==> src/rtl/rev_cmp_pkg.sv <==
package rev_cmp_pkg;

    localparam int unsigned CMP_W_DEF = 4;

    // ancilla constants fed into the network
    localparam logic ANC_CLEAR = 1'b0;
    localparam logic ANC_SET   = 1'b1;

    // width of the garbage bus for a given operand width
    function automatic int unsigned garb_width(input int unsigned w);
        return 3 * w - 1;
    endfunction

    typedef struct packed {
        logic eq;
        logic gt;
        logic lt;
    } cmp_flags_t;

endpackage

==> src/rtl/rev_prims.sv <==
// Primitive reversible cells: equal input and output count, bijective maps.

module rev_not (
    input  logic i_bit,
    output logic o_bit
);
    assign o_bit = ~i_bit;

    always_comb begin
        assert_not_inv_R9: assert (o_bit != i_bit)
            else $error("inverter output equals input");
    end
endmodule

module rev_tr (
    input  logic i_keep,
    input  logic i_sub,
    input  logic i_acc,
    output logic o_keep,
    output logic o_diff,
    output logic o_acc
);
    assign o_keep = i_keep;
    assign o_diff = i_keep ^ i_sub;
    assign o_acc  = (i_keep & ~i_sub) ^ i_acc;

    // inverse map recovers the inputs
    always_comb begin
        assert_tr_inverse_R6: assert ({o_keep, o_keep ^ o_diff,
                                       o_acc ^ (o_keep & ~(o_keep ^ o_diff))}
                                      == {i_keep, i_sub, i_acc})
            else $error("difference cell not invertible");
    end
endmodule

module rev_bjn (
    input  logic i_x,
    input  logic i_y,
    input  logic i_acc,
    output logic o_x,
    output logic o_y,
    output logic o_acc
);
    assign o_x   = i_x;
    assign o_y   = i_y;
    assign o_acc = (i_x | i_y) ^ i_acc;

    always_comb begin
        assert_bjn_flip_R7: assert ((o_acc != i_acc) == (o_x | o_y))
            else $error("or-accumulate cell flipped wrongly");
    end
endmodule

module rev_mct #(
    parameter int unsigned NCTL = 2
) (
    input  logic [NCTL-1:0] i_ctl,
    input  logic            i_tgt,
    output logic [NCTL-1:0] o_ctl,
    output logic            o_tgt
);
    assign o_ctl = i_ctl;
    assign o_tgt = i_tgt ^ (&i_ctl);

    always_comb begin
        assert_mct_gate_R8: assert ((o_tgt == i_tgt) || (&o_ctl))
            else $error("controlled NOT flipped with a control low");
    end
endmodule

==> src/rtl/rev_cmp_slice.sv <==
// One bit position: difference cell with cleared ancilla, then inverter.
module rev_cmp_slice
    import rev_cmp_pkg::*;
(
    input  logic i_a,
    input  logic i_b,
    output logic o_a_line,
    output logic o_x_line,
    output logic o_g_line
);
    logic diff_line;

    rev_tr u_tr (
        .i_keep (i_a),
        .i_sub  (i_b),
        .i_acc  (ANC_CLEAR),
        .o_keep (o_a_line),
        .o_diff (diff_line),
        .o_acc  (o_g_line)
    );

    rev_not u_not (
        .i_bit (diff_line),
        .o_bit (o_x_line)
    );

    always_comb begin
        assert_slice_match_R5: assert (o_x_line == (i_a == i_b))
            else $error("bit equality term wrong");
        assert_slice_greater_R5: assert (o_g_line == (i_a > i_b))
            else $error("bit greater term wrong");
    end
endmodule

==> src/rtl/rev_mag_cmp.sv <==
module rev_mag_cmp
    import rev_cmp_pkg::*;
#(
    parameter int unsigned W = CMP_W_DEF
) (
    input  logic [W-1:0]                op_a,
    input  logic [W-1:0]                op_b,
    output logic                        o_eq,
    output logic                        o_gt,
    output logic                        o_lt,
    output logic [garb_width(W)-1:0]    o_garbage
);
    localparam int unsigned GW = garb_width(W);

    logic [W-1:0] a_line;
    logic [W-1:0] x_raw;
    logic [W-1:0] g_line;

    // per-bit slices
    for (genvar i = 0; i < W; i++) begin : g_slice
        rev_cmp_slice u_slice (
            .i_a      (op_a[i]),
            .i_b      (op_b[i]),
            .o_a_line (a_line[i]),
            .o_x_line (x_raw[i]),
            .o_g_line (g_line[i])
        );
    end

    // equality lines after each cell that uses them as controls
    logic [W-1:0] xl [W];
    logic         eq_raw;

    rev_mct #(.NCTL(W)) u_eq (
        .i_ctl (x_raw),
        .i_tgt (ANC_CLEAR),
        .o_ctl (xl[W-1]),
        .o_tgt (eq_raw)
    );

    // greater flag accumulated on the MSB difference line
    logic [W-1:0] gt_chain;
    logic [W-2:0] g_keep;

    assign gt_chain[W-1] = g_line[W-1];

    for (genvar i = 0; i < W - 1; i++) begin : g_gt_stage
        logic [W-i-1:0] st_ctl;

        rev_mct #(.NCTL(W - i)) u_stage (
            .i_ctl ({xl[i+1][W-1:i+1], g_line[i]}),
            .i_tgt (gt_chain[i+1]),
            .o_ctl (st_ctl),
            .o_tgt (gt_chain[i])
        );

        assign g_keep[i] = st_ctl[0];
        assign xl[i]     = {st_ctl[W-i-1:1], xl[i+1][i:0]};
    end

    // less flag = NOR(eq, gt) through the or-accumulate cell
    cmp_flags_t flags;

    rev_bjn u_lt (
        .i_x   (eq_raw),
        .i_y   (gt_chain[0]),
        .i_acc (ANC_SET),
        .o_x   (flags.eq),
        .o_y   (flags.gt),
        .o_acc (flags.lt)
    );

    assign o_eq      = flags.eq;
    assign o_gt      = flags.gt;
    assign o_lt      = flags.lt;
    assign o_garbage = GW'({g_keep, xl[0], a_line});

    always_comb begin
        assert_eq_flag_R1: assert (o_eq == (op_a == op_b))
            else $error("equal flag wrong");
        assert_gt_flag_R2: assert (o_gt == (op_a > op_b))
            else $error("greater flag wrong");
        assert_lt_flag_R3: assert (o_lt == (op_a < op_b))
            else $error("less flag wrong");
        assert_one_flag_R4: assert ($onehot({o_eq, o_gt, o_lt}))
            else $error("flags not one-hot");
        assert_garb_copy_R5: assert (o_garbage[W-1:0] == op_a)
            else $error("garbage operand copy wrong");
    end
endmodule

==> config.mk <==
export PLATFORM = sky130hd
export DESIGN_NAME = rev_mag_cmp
export DESIGN_NICKNAME = d
export VERILOG_FILES = /design/src/rtl/rev_cmp_pkg.sv /design/src/rtl/rev_prims.sv /design/src/rtl/rev_cmp_slice.sv /design/src/rtl/rev_mag_cmp.sv
export SDC_FILE = /design/constraint.sdc
export NUM_CORES = 1
export LEC_CHECK = 0
export BUFFER_PORTS_ARGS = -buffer_cell sky130_fd_sc_hd__buf_4
export CAP_MARGIN = 20
export CORE_AREA = 2 2 39 41
export DETAILED_ROUTE_END_ITERATION = 8
export DIE_AREA = 0 0 41 43
export PLACE_DENSITY_LB_ADDON = 0.05
export REMOVE_ABC_BUFFERS = 1
export SYNTH_ARGS = -nofsm -noshare
export SYNTH_HDL_FRONTEND = slang
export SYNTH_SLANG_ARGS = --single-unit
==> constraint.sdc <==
create_clock -name vclk -period 2.1
set_clock_uncertainty 0.15 [all_clocks]
set_input_delay 0.315 -clock vclk [all_inputs]
set_output_delay 0.315 -clock vclk [all_outputs]
set_load 0.005 [all_outputs]
==> impl_metrics.yaml <==
run_status:
  status: "finished clean"
floorplan:
  io_pins: 22
  fp.dieH_um: 43
  die_area_um2: 1760
  rows: 14
  fp.coreArea_um2: 1380
  start_util: 0.194
  die_x_um: 41
placed_design:
  place_congestion: 0.615
  portBuffers: 22
  dp_hpwl_um: 518
  dpl_worst_slack_ns: 0.0484
synth:
  synth_compound_area_frac: 0.149
  yosys.area_share.adder: 0.186
  netlist_area_um2: 269
  synth.yosys.seq_area_share: 0
  synth_top_family_by_area: "buffers and inverters"
  yosysUniqueCellTypes: 17
  yosysTopAreaCellShare: 0.307
  ys_warn_count: 0
  synth_xor_area_frac: 0.0326
  synthMuxAreaShare: 0
  yosys.area_share.simple: 0.256
  synth.area.top_cells: "buf_4, ha_1, inv_1, o211ai_1, and2_1"
  synthCells: 37
  avgSynthCellArea_um2: 7.27
  yosys.area.top_type: "buf_4"
global_routing:
  grt_pass1_vias: 223
  grt_max_degree: 7
  antenna_found_initial: 0
  grt_first_pass_wirelength_um: 966
  grt.total_usage: 0.0729
  overflow: 0
worst_hold_path:
  holdPathEnd: "o_garbage[3]"
  hp-start: "op_a[3]"
  min_path_cells: 2
  worstHoldPathType: "input pin to primary output"
final_layout:
  final_common_cell: "buf_4"
  clkbuf_count: 0
  sequential_cell_area_um2: 0
  mostFrequentLayoutCells: "buf_4, inv_1, ha_1"
  area_growth_pct: 45.6
  nets: 63
  seq_cell_count: 0
  num_antenna_cells: 0
  drive_gt1_frac: 0.531
route:
  dr.first_iter.drc_count: 2
  drtAntennaViolNets: 0
  drtPass1Iterations: 3
  drc_errors: 0
  via_per_inst: 4.03
  wl_per_cell_um: 8.98
  wl_um: 584
  vias: 262
sta:
  tightest_slew_ns: 0.198
  holdWs_ns: 0.659
  slew_headroom: 0.867
  finalMaxSlewViolations: 0
  hold_viol: 0
  rsz0062_at_grt: "false"
  max_freq_mhz: 511
  post-route-period-util: 0.932
  post-route-worst-setup-slack_ns: 0.143
  min_period_ns: 1.96
  finalSetupViolations: 0
  finalSetupTns_ns: 0
clock_tree:
  cts_hold_buffers: 0
worst_setup_path:
  critical_path_class: "input pin to primary output"
  path_cells: "buf_4 -> ha_1 -> and3b_1 -> o211ai_1 -> and2_4 -> xor2_1 -> buf_4"
  end_kind: "primary output"
  critPathMostFrequentCell: "buf_4"
  crit_path_start_kind: "input pin"
  crit_arrival_ns: 1.49
  cp_data_required_time_ns: 1.63
  cp_max_fo: 5
  critPathSlowestCell: "ha_1"
  slowest_delay_ns: 0.25
power_and_ir_drop:
  power_density_nw_per_um2: 244
  comb_power_share: 1.000
  power.switching_w: 0.0000374
  swShare: 0.391
  p_leak_nw: 0.209
  irDropWorstVdd_mv: 0.0901
  p_total_w: 0.0000955
  p_seq_frac: 0
  p_int_w: 0.0000581
  p_clk_frac: 0
run:
  maxCapViolCount: 0
==> what timing repair did <==
| action | CTS | global route |
|---|---|---|
| setup buffers | 0 | 0 |
| setup endpoints to repair | 0 | 1 |
| gates resized for setup | 0 | 2 |
==> logic make-up after synthesis <==
kind of cell,count (synthesis)
buf+inv,16
simple gates,11
compound gates,5
fa+ha+maj,4
xor+xnor,1
==> per-layer routing <==
layer,track usage,up-vias,routed length (µm)
met2,0.113,14,269
met5,0,-,0
li1,-,138,-
met4,0,0,0
met3,0,0,47
met1,0.117,110,267
==> Yosys cell counts <==
cell and n:
buf_4 11, inv_1 5, ha_1 4, and2_1 2, nand2_1 2, o211ai_1 2, a21boi_0 1, and2_4 1
and3_1 1, and3b_1 1, nand3_1 1, nand3b_1 1, nand4b_1 1, nor2_1 1, o211ai_2 1, o21ai_0 1
xor2_1 1
==> layout make-up <==
| class | count | area [µm²] |
|---|---|---|
| timing repair buffer | 23 | 173 |
| inverter | 5 | 18.8 |
| multi-input combinational | 21 | 180 |
| fill | 165 | 992 |
| tap | 16 | 20.0 |
==> how the worst max path moves through the flow <==
stage / start / to / slack, ns / cells after the start
2_1_floorplan: op_b[2] / o_gt / 0.28 / 6
3_3_place_gp: op_a[2] / o_lt / 0.05 / 7
3_5_place_dp: op_a[2] / o_gt / 0.05 / 7
4_1_cts: op_a[2] / o_gt / 0.04 / 7
5_1_grt: op_a[3] / o_gt / 0.07 / 7
6_report: op_a[1] / o_gt / 0.14 / 7
==> through the flow <==
stage / cell area, µm² / cells / util
2_1_floorplan: 186 / 26 / -
3_3_place_gp: 379 / 65 / 0.274
3_5_place_dp: 379 / 65 / 0.274
4_1_cts: 379 / 65 / 0.274
5_1_grt: 392 / 65 / 0.283
6_report: 392 / 65 / 0.283
==> worst max-delay path: cells and delay by family <==
family | cells | cell delay [ns]
xor gates and xnor gates | 1 | 0.13
buffers and inverters | 2 | 0.24
and+or+nand+nor | 2 | 0.37
adders and majority gates | 1 | 0.25
AOI/OAI and AO/OA | 1 | 0.19
==> power groups by stage <==
stage | clock network, W | logic [W] | registers (W)
final | 0 | 0.0000955 | 0
after detailed placement | 0 | 0.0000925 | 0
after floorplan | 0 | 0.0000392 | 0
after CTS | 0 | 0.0000931 | 0
after global placement | 0 | 0.0000921 | 0
after global routing | 0 | 0.000106 | 0
No activity file was read; power rests on OpenSTA's default activity.
